## config.mk

```make
export PLATFORM = sky130hd
export DESIGN_NAME = pair_conv_sched
export DESIGN_NICKNAME = d
export VERILOG_FILES = /design/src/rtl/pair_conv_sched.sv
export SDC_FILE = /design/constraint.sdc
export NUM_CORES = 1
export LEC_CHECK = 0
export BUFFER_PORTS_ARGS = -buffer_cell sky130_fd_sc_hd__clkbuf_2
export CORE_UTILIZATION = 45
export CTS_BUF_LIST = sky130_fd_sc_hd__clkbuf_4 sky130_fd_sc_hd__clkbuf_8
export DETAILED_ROUTE_END_ITERATION = 8
export MAX_ROUTING_LAYER = met4
export PLACE_DENSITY = 0.73
export SKIP_CTS_REPAIR_TIMING = 1
export SLEW_MARGIN = 40
export SYNTH_ARGS = -nofsm -noshare
export SYNTH_HDL_FRONTEND = slang
export SYNTH_SLANG_ARGS = --single-unit
```

## constraint.sdc

```tcl
create_clock -name clk -period 1.6 [get_ports clk]
set_input_delay 0.32 -clock clk [delete_from_list [all_inputs] [get_ports clk]]
set_output_delay 0.32 -clock clk [all_outputs]
set_load 0.01 [all_outputs]
```

## src/rtl/pair_conv_sched.sv

```systemverilog
module pair_conv_sched #(
  parameter int DW        = 12,
  parameter int NPAIR     = 3,
  parameter int CONV_CYC  = 16,
  parameter int LATCH_CYC = 13
) (
  input  logic                     clk,
  input  logic                     rst_n,
  input  logic [NPAIR-1:0]         hold_n,
  input  logic [DW-1:0]            adc_x0,
  input  logic [DW-1:0]            adc_x1,
  output logic                     busy_n,
  output logic [$clog2(NPAIR)-1:0] conv_pair,
  output logic [NPAIR-1:0]         hold_state,
  output logic                     wr_stb,
  output logic [$clog2(NPAIR)-1:0] wr_pair,
  output logic [DW-1:0]            wr_x0,
  output logic [DW-1:0]            wr_x1
);
  localparam int PW = $clog2(NPAIR);
  localparam int CW = $clog2(CONV_CYC);

  logic [NPAIR-1:0] hs, req, pend, cand, cur_oh;
  logic [CW-1:0]    cnt;
  logic [PW-1:0]    cur, gidx;
  logic             run, gany, can_go, latch;

  // hold lines sampled on the falling edge; a fall becomes a one-period request
  always_ff @(negedge clk or negedge rst_n)
    if (!rst_n) begin
      hs  <= '0;
      req <= '0;
    end else begin
      hs  <= hold_n;
      req <= hs & ~hold_n;
    end

  assign cur_oh     = busy_n ? '0 : (NPAIR'(1) << cur);
  assign hold_state = pend | cur_oh;
  assign cand       = pend | (req & ~hold_state);
  assign can_go     = !run || (cnt == CW'(CONV_CYC - 1));
  assign latch      = run && (cnt == CW'(LATCH_CYC - 1));
  assign conv_pair  = cur;

  always_comb begin
    gidx = '0;
    gany = 1'b0;
    for (int i = NPAIR - 1; i >= 0; i--)
      if (cand[i]) begin
        gidx = PW'(i);
        gany = 1'b1;
      end
  end

  always_ff @(posedge clk or negedge rst_n)
    if (!rst_n) begin
      run     <= 1'b0;
      cnt     <= '0;
      cur     <= '0;
      pend    <= '0;
      busy_n  <= 1'b1;
      wr_stb  <= 1'b0;
      wr_pair <= '0;
      wr_x0   <= '0;
      wr_x1   <= '0;
    end else begin
      wr_stb <= latch;
      if (latch) begin
        busy_n  <= 1'b1;
        wr_pair <= cur;
        wr_x0   <= adc_x0;
        wr_x1   <= adc_x1;
      end
      if (can_go && gany) begin
        run    <= 1'b1;
        cnt    <= '0;
        cur    <= gidx;
        busy_n <= 1'b0;
        pend   <= cand & ~(NPAIR'(1) << gidx);
      end else begin
        pend <= cand;
        if (run) begin
          cnt <= cnt + 1'b1;
          if (cnt == CW'(CONV_CYC - 1)) run <= 1'b0;
        end
      end
    end
endmodule

```

Word-level counts from Yosys, hierarchy flattened
Index checks and enable logic that the tools add are counted.
W data, S select, Z words.
Cells by class
  bitwise operators: 8
  reduce and logical (&&, ||, !) cells: 6
  add/subtract/negate cells: 1
  mux-type cells: 15
  shifts and indexed selects: 2
  eq/ne operators: 2
Operator list (count)
  $and A3 B3 Y3: 3
  $not A3 Y3: 3
  $eq A4 B4 Y1 const B: 2
  $mux W1: 8
  $mux W4: 2
  $mux W2: 3
  $mux W3: 2
  $or A3 B3 Y3: 2
  $shl A1 B2 Y3 const A: 2
  $add A4 B1 Y4 const B: 1
  $reduce_bool A2 Y1: 2
  $logic_and A1 B1 Y1: 2
  $logic_not A1 Y1: 1
  $logic_or A1 B1 Y1: 1
Word-level totals
  register bits: 44
  output and inout port bits: 33
  input bits: 29

Depth between registers and ports, before layout
  word-level depth: 13
  gate-level depth with buffers: 7

==> results.yml <==
outcome:
  outcome: "complete, but fails checks"
  violations: "negative setup slack"
synth:
  synthMuxAreaShare: 0.00569
  syn_inst: 172
  synth_fa_ha_area_frac: 0.0142
  yosysTopAreaCell: "dfrtp_1"
  syn_area_mm2: 0.00176
  synth_cell_types: 32
  synth_compound_area_frac: 0.0669
  synthTopCellsByCount: "79 x nand2_1, 37 x dfrtp_1, 6 x dfrtn_1"
  ys_ff_latch: 44
  synth-simple-area-share: 0.245
  ys.flop_type: "dfrtp_1"
  yosysSeqAreaShare: 0.627
  synth.net_count: 203
  synth_top_family_by_area: "simple AND/OR/NAND/NOR gates"
  synthMostInstantiatedCell: "nand2_1"
  synth.area.top_cells: "dfrtp_1 53%, nand2_1 17%, dfrtn_1 8.5%, a21oi_4 2.8%, dfstp_2 1.5%"
  avgSynthCellArea_um2: 10.2
  yosysTopAreaCellShare: 0.526
  ys_warn_count: 0
  synthArstFlopShare: 1.00
  synthXorXnorAreaFrac: 0.0149
  synth_edf_count: 0
critical_path:
  arrival_ns: 2.05
  worstSetupPathType: "reg2reg"
  crit_path_end: "conv_pair[1]"
  ff2ff_path_depth: 3
  r2r_start: "req[0]"
  cp-startpoint: "req[0]"
  cp-end-kind: "flop"
  crit_path_start_kind: "flop"
  cp_max_fo: 8
  r2r-end: "conv_pair[1]"
  r2r_slack_ns: -0.21
  worstPathRequired_ns: 1.83
clocking:
  clock-sinks: 44
  cts_tree: "built"
  cts_buffers: 5
  clkTransAtPathRegs_ns: 0.08
  clk_latency_ns: 0.30
  cts.path.max_buffers: 2
  htree_levels: 2
  clockRootBuffer: "clkbuf_8"
drt:
  drtPass1Iterations: 4
  wl_per_cell_um: 11.2
  drc: 0
  totalWireLength_um: 3270
  drt_iter0_markers: 42
  vias: 1359
  antenna_left: 0
  vias_per_cell: 4.65
placed_design:
  placed_area_mm2: 0.00215
  dpl.cell_count: 281
  globalplace.congestion: 0.809
  place.port_buffers: 61
  dp_hpwl_um: 2420
  dp_slack_ns: -0.184
sta:
  hold_violations: 0
  setup-violations-final: 14
  maxSlewHeadroom: 0.808
  timing.final.ws_setup_ns: -0.213
  worst_pin_slew_ns: 0.288
  drv_slew: 0
  fin_skew_ns: 0.00723
  rsz0062_at_grt: "true"
power_and_ir_drop:
  pwr-share-comb: 0.371
  p_sw_frac: 0.355
  seqPwrFrac: 0.437
  power_switching_uw: 1520
  p_int_uw: 2760
  total_power_uw: 4280
  power_density_mw_per_mm2: 1860
  ir_drop_mv: 0.820
  p_leak_uw: 0.00122
  clockPowerShare: 0.192
die:
  num_rows: 22
  ioPinCount: 62
  start_util: 0.473
  die-height_um: 64.5
  dieArea_mm2: 0.00416
  core_mm2: 0.00372
  dieWidth_um: 64.5
global_routing:
  grt_pass1_wl_um: 5960
  antenna_found_initial: 0
  grt-ovfl-total: 0
  grt_max_degree: 21
  grt_usage: 0.195
  grt_pass1_vias: 1365
cells_and_area:
  nFillCells: 321
  layout.nets: 274
  drive_above_1_share: 0.377
  final_cell_count_no_fill: 292
  syn_to_final_growth_pct: 30.5
  regArea_mm2: 0.00110
  diodes: 0
  utilization: 0.618
  design_area_mm2: 0.00230
  multi_input_area_um2: 627
run:
  maxCapViolCount: 0
hold_path:
  min-delay-path-class: "in2reg"
  hp-start: "adc_x0[3]"
cells in the final DEF (no fill, tap or decap), drive strengths merged, types with 2 or more instances in the layout:
cell type,instances
ha,2
nor2b,3
clkbuf,65
xor2,2
nand4,3
a21oi,6
nor2,6
clkinv,2
dfrtn,6
a31oi,2
nand2,80
or2b,2
or3b,2
dfrtp,37
inv,4
buf,9
area by class of cell:
type,instances,area share
multi-input cells,117,0.273
well taps,48,0.0262
flip-flops and latches,44,0.481
clock inverters,3,0.0185
inverters,5,0.00817
clock buffers,5,0.0300
repair buffers,70,0.163
metrics by stage:
stage	hold slack (ns)	TNS, ns
detailed placement	0.208	-1.37
floorplan	0.0244	-0.703
finish	0.207	-2.10
global placement	0.199	-1.14
global route	0.196	-2.91
CTS	-0.111	-2.07
worst min path at each step:
stage	to	slack [ns]	cells past startpoint
floorplan	cnt[0]	0.02	0
global route	wr_x0[10]	0.20	3
CTS	pend[0]	-0.11	1
detailed placement	conv_pair[1]	0.21	1
global placement	conv_pair[1]	0.20	1
finish	wr_x0[3]	0.21	3
layer usage:
layer,share of wire,vias to the layer above,global-route usage
li1,-,677,-
met1,0.46,626,0.235
met2,0.47,53,0.317
met3,0.061,3,0.0651
met4,0.0092,0,0.0472
met5,0,-,-
critical path: stages, from the launching register on:
cell and delay, ns:
dfrtn_1 0.36, a21oi_4 0.29, nand2_2 0.10, o2bb2a_4 0.19
logic make-up after synthesis:
logic type | count (synthesis)
AO/OA/AOI/OAI | 11
XOR/XNOR | 3
adder cells (fa/ha/maj) | 2
buffers and inverters | 11
flip-flops | 44
multiplexers | 1
AND/OR/NAND/NOR | 100
power by group through the flow:
stage,Clock [uW],Sequential (uW),Combinational [uW]
after CTS,840,1880,1560
after detailed placement,0,1890,1560
after global routing,910,1940,1800
final,820,1870,1590
after floorplan,0,2040,763
after global placement,0,1880,1500
state kept, by name (all words and copies together), names as in the netlist:
register / count
busy_n: 1
conv_pair: 2
req: 3
pend: 3
wr_x1: 12
run: 1
wr_x0: 12
wr_pair: 2
hs: 3
cnt: 4
wr_stb: 1
Power figures use the tool's default switching activity.
